**config.mk**
```make
export PLATFORM = sky130hd
export DESIGN_NAME = tmr_ccu
export DESIGN_NICKNAME = d
export VERILOG_FILES = /design/src/rtl/tmr_pkg.sv /design/src/rtl/tmr_counter.sv /design/src/rtl/tmr_edge_det.sv /design/src/rtl/tmr_ccreg.sv /design/src/rtl/tmr_ccu.sv
export SDC_FILE = /design/constraint.sdc
export NUM_CORES = 1
export LEC_CHECK = 0
export BUFFER_PORTS_ARGS = -buffer_cell sky130_fd_sc_hd__buf_2
export CAP_MARGIN = 30
export CORE_MARGIN = 2
export CORE_UTILIZATION = 36
export CTS_BUF_LIST = sky130_fd_sc_hd__clkbuf_8
export DETAILED_ROUTE_END_ITERATION = 16
export RECOVER_POWER = 25
export SYNTH_ARGS = -nofsm -noshare
export SYNTH_HDL_FRONTEND = slang
export SYNTH_SLANG_ARGS = --single-unit
```
**constraint.sdc**
```tcl
create_clock -name clk -period 3.9 [get_ports clk]
set_input_delay 0.78 -clock clk [delete_from_list [all_inputs] [get_ports clk]]
set_output_delay 0.78 -clock clk [all_outputs]
set_load 0.03 [all_outputs]
```
**src/rtl/tmr_pkg.sv**
```systemverilog
package tmr_pkg;
    localparam int CNT_W = 16;

    typedef enum logic [1:0] {
        EDGE_FALL = 2'b00,
        EDGE_RISE = 2'b01,
        EDGE_RSVD = 2'b10,
        EDGE_BOTH = 2'b11
    } edge_sel_e;

    typedef enum logic {
        MODE_CMP = 1'b0,
        MODE_CAP = 1'b1
    } cc_mode_e;

    function automatic logic edge_hit(edge_sel_e sel, logic rise, logic fall);
        case (sel)
            EDGE_FALL: return fall;
            EDGE_RISE: return rise;
            EDGE_BOTH: return rise | fall;
            default:   return 1'b0;
        endcase
    endfunction
endpackage

```
**src/rtl/tmr_counter.sv**
```systemverilog
module tmr_counter #(
    parameter int W = tmr_pkg::CNT_W
) (
    input  logic         clk,
    input  logic         rst,
    input  logic         run,
    input  logic         clr,
    output logic [W-1:0] count,
    output logic         ovf
);
    localparam logic [W-1:0] TOP = '1;

    always_ff @(posedge clk) begin
        if (rst) begin
            count <= '0;
            ovf   <= 1'b0;
        end else begin
            ovf <= 1'b0;
            if (clr) begin
                count <= '0;
            end else if (run) begin
                count <= count + 1'b1;
                ovf   <= (count == TOP);
            end
        end
    end


    ovf_zero_chk: assert property (@(posedge clk) disable iff (rst)
        ovf |-> (count == '0));

    clr_zero_chk: assert property (@(posedge clk) disable iff (rst)
        clr |=> (count == '0));
endmodule

```
**src/rtl/tmr_edge_det.sv**
```systemverilog
module tmr_edge_det
    import tmr_pkg::*;
(
    input  logic      clk,
    input  logic      rst,
    input  logic      pin,
    input  edge_sel_e edge_sel,
    output logic      hit_q
);
    logic s1, s2, s3;
    logic hit;

    always_ff @(posedge clk) begin
        if (rst) begin
            s1 <= 1'b0;
            s2 <= 1'b0;
            s3 <= 1'b0;
            hit_q <= 1'b0;
        end else begin
            s1 <= pin;
            s2 <= s1;
            s3 <= s2;
            hit_q <= hit;
        end
    end

    always_comb hit = edge_hit(edge_sel, s2 & ~s3, ~s2 & s3);


    rsvd_quiet_chk: assert property (@(posedge clk) disable iff (rst)
        (edge_sel == EDGE_RSVD) |=> !hit_q);
endmodule

```
**src/rtl/tmr_ccreg.sv**
```systemverilog
module tmr_ccreg
    import tmr_pkg::*;
#(
    parameter int W = tmr_pkg::CNT_W
) (
    input  logic         clk,
    input  logic         rst,
    input  cc_mode_e     mode,
    input  logic         run,
    input  logic         pgen_mode,
    input  logic         trig_hit,
    input  logic         wr_en,
    input  logic [W-1:0] wr_data,
    input  logic [W-1:0] count,
    output logic [W-1:0] cc_val,
    output logic         match_irq
);
    logic eq, eq_d, cap_fire, wr_ok;

    always_comb begin
        eq        = (count == cc_val);
        cap_fire  = trig_hit && (mode == MODE_CAP);
        wr_ok     = wr_en && (!run || pgen_mode);
        match_irq = (mode == MODE_CMP) && eq && !eq_d;
    end

    always_ff @(posedge clk) begin
        if (rst) begin
            cc_val <= '0;
            eq_d   <= 1'b1;
        end else begin
            eq_d <= eq;
            if (cap_fire)
                cc_val <= count;
            else if (wr_ok)
                cc_val <= wr_data;
        end
    end


    cap_store_chk: assert property (@(posedge clk) disable iff (rst)
        cap_fire |=> (cc_val == $past(count)));

    wr_ignore_chk: assert property (@(posedge clk) disable iff (rst)
        (wr_en && run && !pgen_mode && !cap_fire) |=> (cc_val == $past(cc_val)));

    irq_single_chk: assert property (@(posedge clk) disable iff (rst)
        match_irq |=> !match_irq);
endmodule

```
**src/rtl/tmr_ccu.sv**
```systemverilog
module tmr_ccu
    import tmr_pkg::*;
(
    input  logic        clk,
    input  logic        rst,
    input  logic        run,
    input  logic        clr,
    input  logic        mode,
    input  logic [1:0]  edge_sel,
    input  logic        pgen_mode,
    input  logic        trig_in,
    input  logic        wr_en,
    input  logic [15:0] wr_data,
    output logic [15:0] rd_data,
    output logic [15:0] count,
    output logic        ovf,
    output logic        match_irq
);
    localparam int W = CNT_W;

    logic     trig_hit;
    cc_mode_e mode_e;
    edge_sel_e sel_e;

    assign mode_e = cc_mode_e'(mode);
    assign sel_e  = edge_sel_e'(edge_sel);

    tmr_counter #(.W(W)) u_cnt (
        .clk(clk), .rst(rst), .run(run), .clr(clr),
        .count(count), .ovf(ovf)
    );

    tmr_edge_det u_edge (
        .clk(clk), .rst(rst), .pin(trig_in), .edge_sel(sel_e), .hit_q(trig_hit)
    );

    tmr_ccreg #(.W(W)) u_reg (
        .clk(clk), .rst(rst), .mode(mode_e), .run(run), .pgen_mode(pgen_mode),
        .trig_hit(trig_hit), .wr_en(wr_en), .wr_data(wr_data), .count(count),
        .cc_val(rd_data), .match_irq(match_irq)
    );


    zero_restart_chk: assert property (@(posedge clk) disable iff (rst)
        (ovf && !mode && rd_data == '0) |-> match_irq);
endmodule

```
==> results of run 1 <==
-- kinds of logic (layout without fill, tap and decap cells) --
kind of cell | after synthesis | in the layout | share of synthesized area [%]
multiplexers | 2 | 2 | 1.05
buffers and inverters | 25 | 72 | 5.91
XOR/XNOR | 30 | 30 | 13.8
flip-flops | 38 | 38 | 39.9
AO/OA/AOI/OAI | 20 | 20 | 8.80
adder cells (fa/ha/maj) | 3 | 3 | 1.97
AND/OR/NAND/NOR | 107 | 107 | 28.5
-- per-stage QoR --
stage / setup WS [ns] / power, mW / std cells / hold slack [ns] / cell area [µm²]
3_5_place_dp: 1.44 / 0.550 / 335 / 0.428 / 2210
5_1_grt: 1.02 / 0.916 / 342 / 0.452 / 2310
2_1_floorplan: 1.25 / 0.509 / 225 / 0.414 / 1900
3_3_place_gp: 1.37 / 0.546 / 334 / 0.420 / 2190
6_report: 1.20 / 0.883 / 342 / 0.444 / 2310
4_1_cts: 1.15 / 0.892 / 342 / 0.449 / 2320
-- critical path: cells and delay by family (launching register included) --
kind	cells	cell delay, ns
simple gates	3	0.74
flops	1	0.53
buf+inv	1	0.23
xor+xnor	1	0.14
-- power by group --
part,leakage [nW],switching [mW],internal [mW]
registers,0.311,0.0170,0.405
clock network,0.0573,0.139,0.205
logic,0.660,0.0741,0.0432
total,1.03,0.230,0.652
-- area by class of cell --
class	count	area [µm²]	share of cell area, %
well taps	70	87.6	3.78
clock inverters	1	30.0	1.30
flip-flops and latches	38	761	32.9
repair buffers	60	304	13.1
multi-input cells	162	1030	44.5
clock buffers	6	82.6	3.57
inverters	5	18.8	0.811
-- worst max-delay path by stage --
stage / from / endpoint / slack (ns) / cells after the start
after detailed placement: mode / u_reg.cc_val[15]$_SDFFE_PP0P_ / 1.44 / 6
after global routing: u_cnt.count[5]$_SDFFE_PP0P_ / match_irq / 1.02 / 5
final: u_cnt.count[0]$_SDFFE_PP0P_ / match_irq / 1.20 / 5
after global placement: mode / u_reg.cc_val[15]$_SDFFE_PP0P_ / 1.37 / 5
after floorplan: u_cnt.count[5]$_SDFFE_PP0P_ / match_irq / 1.25 / 5
after CTS: u_cnt.count[0]$_SDFFE_PP0P_ / match_irq / 1.15 / 5
-- Yosys cell counts --
cell type and count:
nand3_1 18, xnor2_1 10, nor2b_1 3, nand2_1 25, buf_6 1, o21ai_0 1
nor4_1 7, buf_2 8, o21ai_2 1, nand4_1 5, o22a_1 1, clkbuf_2 1
xor2_1 20, inv_1 5, nand2b_1 1, nor4_2 4, and4_1 1, clkbuf_1 10
a21oi_1 1, nor3_1 4, mux2i_1 2, dfxtp_1 38, or3_1 1, nor2_1 34
or2_2 1, ha_1 3, and3_1 1, nand4_4 1, nand4_2 1, a311oi_1 16
-- layer usage --
| layer | vias up | track usage, % | routed length [µm] |
|---|---|---|---|
| met5 | - | 0 | 0 |
| met4 | 0 | 6.55 | 81 |
| met3 | 8 | 3.41 | 277 |
| met2 | 60 | 23.7 | 2120 |
| met1 | 778 | 22.9 | 2260 |
| li1 | 869 | - | - |
-- flip-flops by register name, summed over array words and instances, names as in the netlist --
| signal | count |
|---|---|
| u_edge.s1 | 1 |
| u_cnt.count | 16 |
| u_reg.cc_val | 16 |
| u_edge.s2 | 1 |
| u_reg.eq_d | 1 |
| u_cnt.ovf | 1 |
| u_edge.s3 | 1 |
| u_edge.hit_q | 1 |
==> metrics.cfg, run 1 <==
[outcome]
outcome=finished clean

[setup_path]
crit_arrival_ns=1.92
crit_type=reg2out
endpoint_kind=output pin
reg2reg_to=u_reg.cc_val[15]$_SDFFE_PP0P_
ff2ff_path_depth=5
r2r_start=u_edge.hit_q$_SDFF_PP0_
cp_max_fo=8
ff2ff_setup_slack_ns=1.72
required_ns=3.12
crit_path_cell_trace=xor2_1 -> nor4_1 -> nand4_1 -> nor3_1 -> buf_2
max_stage_delay_ns=0.53
crit_path_start_kind=register
cp_slowest_cell=dfxtp_1

[clocking]
cts_resized=0
clk_latency_ns=0.29
ctsHoldBuffers=0
tritoncts=done
cts.sinks=38
path_clk_slew_ns=0.07
clk_path_buf_depth=2
cts_root_buffer=clkbuf_8
postCtsSetupBuffers=0
cts_max_level=2
cts-buffers-inserted=5

[worst_hold_path]
hp-start=u_edge.s1$_SDFF_PP0_
holdCritPathClass=reg2reg
whs_endpoint=u_edge.s2$_SDFF_PP0_
holdPathStages=1

[finish]
final_util_pct=45.3
fill_cells=557
n_antenna_cell=0
final_common_cell=buf_2
drive_gt1_share_pct=25.4
nets=301
final_cell_mix=buf_2, dfxtp_1, nor2_1
area_growth_pct=21.6

[logic_synthesis]
syn-num-nets=254
synth_top_area_share_pct=39.9
mappedNetlistArea_um2=1900
yosys-top-cells-area=dfxtp_1, xor2_1, a311oi_1
synth.distinct_cells=30
avgSynthCellArea_um2=8.46
ys_seq_area_share_pct=39.9
synth-seq-cells=38
yosysTopAreaCell=dfxtp_1
syn_inst=225
yosysWarnings=0

[timing]
period_share_pct=69.3
finClkSkew_ns=0.0101
timing.fmax_mhz=370
slew_viol_final=0
period_minus_slack_ns=2.70
fin_setup_tns_ns=0
setup_viol=0
slew_headroom_pct=33.9
worstMarginPinSlew_ns=0.992
grt_setup_unrepaired=false
hold_viol=0

[pwr]
cellPowerDensity_nw_per_um2=381
p_leak_nw=1.03
ir_drop_mv=0.217

[detailed_routing]
dr.pass1.iters=4
ant_nets=0
routed_via_density=5.01
vias=1715
wire_per_inst_um=13.8
wl_mm=4.74
first_iter_violations=92
drc=0

[floorplan]
die_x_um=76.7
io_pins=60
die_area_um2=5890
initial_utilization_pct=37.3
die-height_um=76.7
core-area_um2=5110
num_rows=26

[global_route]
track_usage_pct=16.1
overflow=0
grt_pass1_vias=1502
antenna_found_initial=0
grt_max_degree=29
grt_pass1_wl_mm=7.58

[placed_design]
gp_congestion=0.803
io_buffers=59
dpl.hpwl_mm=3.40

[flow_run]
maxCapViolCount=0

Note: power is estimated with default switching activity, not from simulation.
==> run 2: changes to the inputs <==
Clock period 3.9 ns to 2.65 ns, I/O delays scaled along.
==> run 2 against run 1 <==
Net effect:
- via count is 3.2% higher
- clock power grew 21%
- flip-flop and latch count unchanged
- first-iteration DRC count is 2.2% higher
- setup slack got worse by 0.98 ns
- sequential power grew 46%
- critical endpoint unchanged
- largest cell class unchanged
==> metrics.cfg, run 2 (synthesis results as in run 1) <==
[outcome]
outcome=finished clean

[pwr]
p_leak_nw=1.06  ; +3.5%
p_comb_share_pct=14.9  ; +1.6 points
power.internal_mw=0.869  ; +33%
p_seq_share_pct=50.9  ; +3.1 points
p_sw_mw=0.345  ; +50%
swShare_pct=28.4  ; +2.3 points
clkPwrFrac_pct=34.2  ; -4.8 points
cellPowerDensity_nw_per_um2=513  ; +34%
ir_drop_mv=0.218  ; +0.80%

[global_route]
track_usage_pct=17.9  ; +1.7 points
top_usage_layer=met2
overflow=0  ; unchanged
met1_usage_pct=24.1  ; +1.2 points
grt_pass1_vias=1693  ; +13%
grt_pass1_wl_mm=8.43  ; +11%
antenna_found_initial=0  ; unchanged
grt_max_degree=27  ; -6.9%
use_met3_pct=4.47  ; +1.1 points
grt_use_met2_pct=27.6  ; +3.9 points

[detailed_routing]
wire_per_inst_um=14.2  ; +2.7%
drc=0  ; unchanged
dr.pass1.iters=4  ; unchanged
wl_mm=5.00  ; +5.7%
vias=1770  ; +3.2%
ant_nets=0  ; unchanged
routed_via_density=5.03  ; +0.27%
first_iter_violations=94  ; +2.2%

[finish]
fin_area_um2=2370  ; +2.2%
area_growth_pct=24.2
final_common_cell=buf_2
n_antenna_cell=0  ; unchanged
final_util_pct=46.3  ; +1.0 points
final_cell_mix=buf_2, dfxtp_1, nor2_1
nets=310  ; +3.0%
drive_gt1_share_pct=26.2  ; +0.87 points
largest_registers=u_cnt.count: 16 flops, u_reg.cc_val: 16 flops

[timing]
worstMarginPinSlew_ns=1.08  ; +0.0846 ns
fin_setup_tns_ns=0  ; unchanged
period_minus_slack_ns=2.43
slew_headroom_pct=27.5  ; -6.4 points
setup_viol=0  ; unchanged
period_share_pct=91.7
timing.fmax_mhz=412
finClkSkew_ns=0.00616  ; -0.00393 ns
grt_setup_unrepaired=false
hold_viol=0  ; unchanged
slew_viol_final=0  ; unchanged

[setup_path]
crit_type=reg2out
cp_max_fo=9  ; +1
r2r_start=u_edge.hit_q$_SDFF_PP0_
ff2ff_path_depth=6  ; +1
reg2reg_to=u_reg.cc_val[9]$_SDFFE_PP0P_
crit_path_start_kind=register
endpoint_kind=output pin
crit_arrival_ns=1.90  ; -0.02 ns
required_ns=2.12  ; -1.00 ns
ff2ff_setup_slack_ns=0.95  ; -0.77 ns

[placed_design]
io_buffers=59  ; unchanged
gp_congestion=0.828  ; +3.0%
dpl.hpwl_mm=3.63  ; +6.8%
placed_area_um2=2290  ; +3.6%

[floorplan]
num_rows=26  ; unchanged
die_area_um2=5890  ; unchanged
core-area_um2=5110  ; unchanged
io_pins=60  ; unchanged
die-height_um=76.7  ; unchanged
die_x_um=76.7  ; unchanged
initial_utilization_pct=37.3  ; unchanged

[clocking]
cts_max_level=2  ; unchanged
ctsHoldBuffers=0  ; unchanged
cts_root_buffer=clkbuf_8
clk_path_buf_depth=2  ; unchanged
clk_latency_ns=0.29  ; about the same
postCtsSetupBuffers=0  ; unchanged
tritoncts=done
cts-buffers-inserted=5  ; unchanged
cts_resized=0  ; unchanged
path_clk_slew_ns=0.07  ; about the same
cts.sinks=38  ; unchanged

[worst_hold_path]
hp-start=u_edge.s1$_SDFF_PP0_
holdPathStages=1  ; unchanged
whs_endpoint=u_edge.s2$_SDFF_PP0_
holdCritPathClass=reg2reg

[flow_run]
maxCapViolCount=0  ; unchanged

## run 2: how the worst max path moves through the flow
stage / start / to / slack [ns] / depth (start not counted)
after floorplan: u_cnt.count[5]$_SDFFE_PP0P_ / match_irq / 0.25 / 5
after global placement: run / u_reg.cc_val[0]$_SDFFE_PP0P_ / 0.51 / 5
after detailed placement: u_cnt.count[5]$_SDFFE_PP0P_ / match_irq / 0.51 / 5
after CTS: u_cnt.count[5]$_SDFFE_PP0P_ / match_irq / 0.17 / 5
after global routing: u_cnt.count[5]$_SDFFE_PP0P_ / match_irq / 0.03 / 5
final: u_cnt.count[5]$_SDFFE_PP0P_ / match_irq / 0.22 / 5
## run 2: stage by stage
stage	total power [mW]	hold WS (ns)	setup slack, ns	cells
finish	1.21	0.439	0.220	352
global route	1.27	0.462	0.0313	352
CTS	1.22	0.441	0.173	352
detailed placement	0.815	0.424	0.506	344
global placement	0.806	0.419	0.514	343
floorplan	0.749	0.414	0.247	225
## run 2: area by class of cell
class	instances	area [µm²]
well taps	70	87.6
multi-input cells	162	1030
clock buffers	6	82.6
repair buffers	69	380
fillers	539	2740
inverters	5	18.8
clock inverters	2	8.76
flip-flops and latches	38	761
## run 2: per-layer routing
layer | up-vias | part of all wire (%)
met5 | - | 0
met4 | 0 | 1.9
met3 | 8 | 5.8
met2 | 59 | 46
met1 | 810 | 47
li1 | 893 | -
## run 2: critical path: stages, from the launching register on
cell and delay, ns:
dfxtp_1 0.55, xor2_1 0.11, nor4_1 0.33, nand4_1 0.17, nor3_1 0.21, buf_2 0.24
## run 2: power groups by stage
stage	Clock [mW]	Combinational (mW)	Sequential [mW]
floorplan	0	0.0817	0.668
global route	0.454	0.200	0.621
finish	0.415	0.181	0.618
detailed placement	0	0.185	0.631
CTS	0.417	0.185	0.617
global placement	0	0.176	0.630
